`src/rtl/csctl_pkg.sv`:
```
package csctl_pkg;
  localparam int WORD_W    = 16;
  localparam int MAX_LINES = 8;
  localparam int SET_BASE  = 8;

  // strobes passed from control to datapath in one cycle
  typedef struct packed {
    logic                 cfgLoad;
    logic [WORD_W-1:0]    cfgWord;
    logic [MAX_LINES-1:0] setMask;
    logic [MAX_LINES-1:0] clrMask;
  } ctlStrobe_t;
endpackage

```
`src/rtl/csctl_ctrl.sv`:
```
module csctl_ctrl
  import csctl_pkg::*;
#(
  parameter int NUM_LINES = 6
) (
  input  logic              cfgWrEn,
  input  logic [WORD_W-1:0] cfgWrData,
  input  logic              cmdWrEn,
  input  logic [WORD_W-1:0] cmdWrData,
  output ctlStrobe_t        strobe
);
  logic [MAX_LINES-1:0] setBits;
  logic [MAX_LINES-1:0] clrBits;

  assign setBits = cmdWrData[SET_BASE +: MAX_LINES];
  assign clrBits = cmdWrData[0 +: MAX_LINES];

  always_comb begin
    strobe         = '0;
    strobe.cfgLoad = cfgWrEn;
    strobe.cfgWord = cfgWrData;
    for (int i = 0; i < MAX_LINES; i++) begin
      if (i < NUM_LINES && cmdWrEn) begin
        // a set and a clear together cancel out
        strobe.setMask[i] = setBits[i] & ~clrBits[i];
        strobe.clrMask[i] = clrBits[i] & ~setBits[i];
      end
    end
  end
endmodule

```
`src/rtl/csctl_dp.sv`:
```
module csctl_dp
  import csctl_pkg::*;
#(
  parameter int NUM_LINES = 6
) (
  input  logic                 clk,
  input  logic                 rstN,
  input  ctlStrobe_t           strobe,
  output logic [NUM_LINES-1:0] csPin,
  output logic [NUM_LINES-1:0] csMark,
  output logic [NUM_LINES-1:0] levelOut
);
  logic [NUM_LINES-1:0] invReg;
  logic [NUM_LINES-1:0] markReg;
  logic [NUM_LINES-1:0] levelReg;

  always_ff @(posedge clk or negedge rstN) begin
    if (!rstN) begin
      invReg  <= '0;
      markReg <= '0;
    end else if (strobe.cfgLoad) begin
      invReg  <= strobe.cfgWord[0 +: NUM_LINES];
      markReg <= strobe.cfgWord[SET_BASE +: NUM_LINES];
    end
  end

  for (genvar g = 0; g < NUM_LINES; g++) begin : gLine
    always_ff @(posedge clk or negedge rstN) begin
      if (!rstN)                  levelReg[g] <= 1'b1;
      else if (strobe.setMask[g]) levelReg[g] <= 1'b1;
      else if (strobe.clrMask[g]) levelReg[g] <= 1'b0;
    end
    assign csPin[g] = levelReg[g] ^ invReg[g];
  end

  assign csMark   = markReg;
  assign levelOut = levelReg;
endmodule

```
`src/rtl/csctl_top.sv`:
```
module csctl_top
  import csctl_pkg::*;
#(
  parameter int NUM_LINES = 6
) (
  input  logic                 clk,
  input  logic                 rstN,
  input  logic                 cfgWrEn,
  input  logic [15:0]          cfgWrData,
  input  logic                 cmdWrEn,
  input  logic [15:0]          cmdWrData,
  output logic [NUM_LINES-1:0] csPin,
  output logic [NUM_LINES-1:0] csMark,
  output logic [15:0]          statusOut
);
  ctlStrobe_t           strobe;
  logic [NUM_LINES-1:0] levelOut;

  csctl_ctrl #(.NUM_LINES(NUM_LINES)) u_ctrl (
    .cfgWrEn(cfgWrEn), .cfgWrData(cfgWrData),
    .cmdWrEn(cmdWrEn), .cmdWrData(cmdWrData),
    .strobe(strobe)
  );

  csctl_dp #(.NUM_LINES(NUM_LINES)) u_dp (
    .clk(clk), .rstN(rstN), .strobe(strobe),
    .csPin(csPin), .csMark(csMark), .levelOut(levelOut)
  );

  always_comb begin
    statusOut = '0;
    statusOut[NUM_LINES-1:0] = levelOut;
  end
endmodule

```
`config.mk`:
```
export PLATFORM = sky130hd
export DESIGN_NAME = csctl_top
export DESIGN_NICKNAME = d
export VERILOG_FILES = /design/src/rtl/csctl_pkg.sv /design/src/rtl/csctl_ctrl.sv /design/src/rtl/csctl_dp.sv /design/src/rtl/csctl_top.sv
export SDC_FILE = /design/constraint.sdc
export NUM_CORES = 1
export LEC_CHECK = 0
export ABC_AREA = 1
export CAP_MARGIN = 20
export CELL_PAD_IN_SITES_DETAIL_PLACEMENT = 1
export CELL_PAD_IN_SITES_GLOBAL_PLACEMENT = 2
export CORE_MARGIN = 4
export CORE_UTILIZATION = 19
export DETAILED_ROUTE_END_ITERATION = 8
export PLACE_DENSITY_LB_ADDON = 0.1
export REMOVE_ABC_BUFFERS = 1
export SLEW_MARGIN = 20
export SYNTH_ARGS = -nofsm -noshare
export SYNTH_HDL_FRONTEND = slang
export SYNTH_SLANG_ARGS = --single-unit
```
`constraint.sdc`:
```
create_clock -name clk -period 2.1 [get_ports clk]
set_clock_uncertainty 0.2 [all_clocks]
set_input_delay 0.63 -clock clk [delete_from_list [all_inputs] [get_ports clk]]
set_output_delay 0.63 -clock clk [all_outputs]
set_load 0.02 [all_outputs]
```
==> results.toml <==
[clock_tree]
cts_setup_buffers = 0
cts_buffer_depth = 2
postCtsHoldBufs = 0
htree_levels = 1
cts.clk_slew.worst_paths_ns = 0.07
cts_root_buf = "clkbuf_8"
cts_buffers = 3
cts_tree = "done"
clock_sinks = 18
worst_skew_pair.late_latency_ns = 0.25

[yosys]
synth.area.top_cells = "dfrtp_1, dfstp_2, nand2_1"
syn_inst = 122
yosys.cell_count.top_type = "nand2_1"
synth_flop_cell = "dfrtp_1"
synth_compound_area_share_pct = 6.40
synth-seq-area-share_pct = 48.8
synth_top_family_by_area = "buffers and inverters"
syn_area_um2 = 938
yosys_warnings = 0
async_flop_share_pct = 100
ys_ff_latch = 18
synth_edf_count = 0
synth_xor_area_share_pct = 5.60
synth_mux_area_share_pct = 0
syn_area_per_cell_um2 = 7.69
yosys-top-cells-count = "nand2_1, inv_1, buf_4, dfrtp_1, o21ai_0"
synth_fa_ha_area_share_pct = 0
synthSimpleGateAreaFrac_pct = 19.2
netlist.area_leader.share_pct = 32.0
yosysUniqueCellTypes = 10
synth_top_cell_by_area = "dfrtp_1"

[drt]
drc = 0
vias = 866
wl_per_cell_um = 10.1
dr.pass1.iters = 3
drtIter0Drc = 5
routed_via_density = 3.53
ant_nets = 0
drt-total-wl_um = 2470

[sta]
fin_ws_ns = 0.0464
min_period_ns = 2.05
maxSlewViolCount = 0
grt_setup_unrepaired = "no"
fmax_ghz = 0.487
whs_ns = 0.320
post-route-period-util_pct = 97.8
final.setup.tns_ns = 0
setup-violations-final = 0
finalHoldViolations = 0

[critical_path]
worstPathMaxFanout = 3
critical_path_class = "reg2out"
crit_path_start_kind = "flip-flop"
worst_ep_arrival_time_ns = 1.22
reg2reg_depth = 5
cp.required_ns = 1.27
crit_path_end_kind = "output port"

[global_route]
grt_usage_pct = 8.45
grt_pass1_wl_um = 4140
grt_overflow_total = 0
grt_max_degree = 19
antenna_found_initial = 0
first_global_vias = 911

[placement]
io_buffers = 45
place.gp.congestion = 0.624
place_inst = 241
place_ws_ns = -0.0351
hpwlAfterDp_um = 2010

[power]
p_per_area_mw_per_mm2 = 692
power.total_uw = 1060
irDropWorstVdd_mv = 0.225
leakagePower_uw = 0.000805

[worst_hold_path]
hold_class = "reg2reg"
hold-path-cell-count = 2

[run_status]
status = "completed"

[floorplanning]
rows = 25
die_area_mm2 = 0.00613
initial_core_util_pct = 19.7
io_pins = 64
die_w_um = 78.3
core_area_mm2 = 0.00475
die_h_um = 78.3

[cells_and_area]
drive_above_1_share_pct = 15.2
fill_cells = 595
diodes = 0
areaGrowthSynthToFinish_pct = 63.9
nNetsFinal = 215
fin_cells = 245

[job]
cap_violations = 0
cell families after synthesis:
| logic type | count (synthesis) |
|---|---|
| DFF | 18 |
| AOI/OAI and AO/OA | 12 |
| xor gates and xnor gates | 6 |
| other | 1 |
| buffers and inverters | 37 |
| and+or+nand+nor | 48 |
cell usage in the layout, fill, tap and decap left out:
cell	instances
nand2_1	42
clkdlybuf4s50_1	31
inv_1	24
o21ai_0	12
dfrtp_1	12
conb_1	10
buf_4	10
xor2_1	6
nor2_1	6
dfstp_2	6
clkbuf_8	4
clkdlybuf4s15_1	4
clkdlybuf4s15_2	3
dlymetal6s2s_1	2
buf_2	2
dlygate4sd2_1	2
inv_2	1
clkbuf_2	1
per-layer routing:
layer | global-route usage (%) | up-vias | routed length (µm)
met5 | 0 | - | 0
met4 | 3.15 | 0 | 20
met3 | 2.87 | 2 | 184
met2 | 13.2 | 33 | 1160
met1 | 10.8 | 387 | 1110
li1 | - | 444 | -
cell type report:
type / instances / area (µm²) / share of cell area (%)
clock buffers: 4 / 55.1 / 3.58
inverters: 25 / 93.8 / 6.10
multi-input cells: 76 / 330 / 21.5
flip-flops and latches: 18 / 458 / 29.8
well taps: 67 / 83.8 / 5.45
repair buffers: 55 / 517 / 33.6
registers in the layout, indices dropped and copies added, names as in the netlist:
register / cells
u_dp.csMark: 6
u_dp.invReg: 6
u_dp.levelOut: 6
where the power goes:
group          switching [µW]  internal [µW]
registers                24.2            398
logic                     190            169
clock network             116            166
metrics by stage:
| step | instance area [µm²] | util (%) |
|---|---|---|
| 2_1_floorplan | 882 | - |
| 3_3_place_gp | 1490 | 31.4 |
| 3_5_place_dp | 1490 | 31.4 |
| 4_1_cts | 1550 | 32.5 |
| 5_1_grt | 1540 | 32.3 |
| 6_report | 1540 | 32.3 |
final timing paths:
path	startpoint	endpoint	slack [ns]
worst min-delay path	u_dp.csMark[5]	u_dp.csMark[5]	0.32
max in group asynchronous	rstN	u_dp.levelOut[5]	0.94
worst min register to register	u_dp.csMark[5]	u_dp.csMark[5]	0.32
min in group asynchronous	rstN	u_dp.csMark[0]	0.50
worst max-delay path	u_dp.levelOut[4]	statusOut[4]	0.05
worst max register to register	u_dp.levelOut[1]	u_dp.levelOut[1]	1.00
critical path, cell delays in order, from the launching register on:
cell and delay, ns:
dfstp_2 0.54, buf_4 0.11, dlygate4sd2_1 0.32
repair_timing:
item,CTS,global route
resized for setup,23,9
endpoints found under the hold margin,0,0
setup endpoints to repair,12,9
No activity file was read; power rests on OpenSTA's default activity.
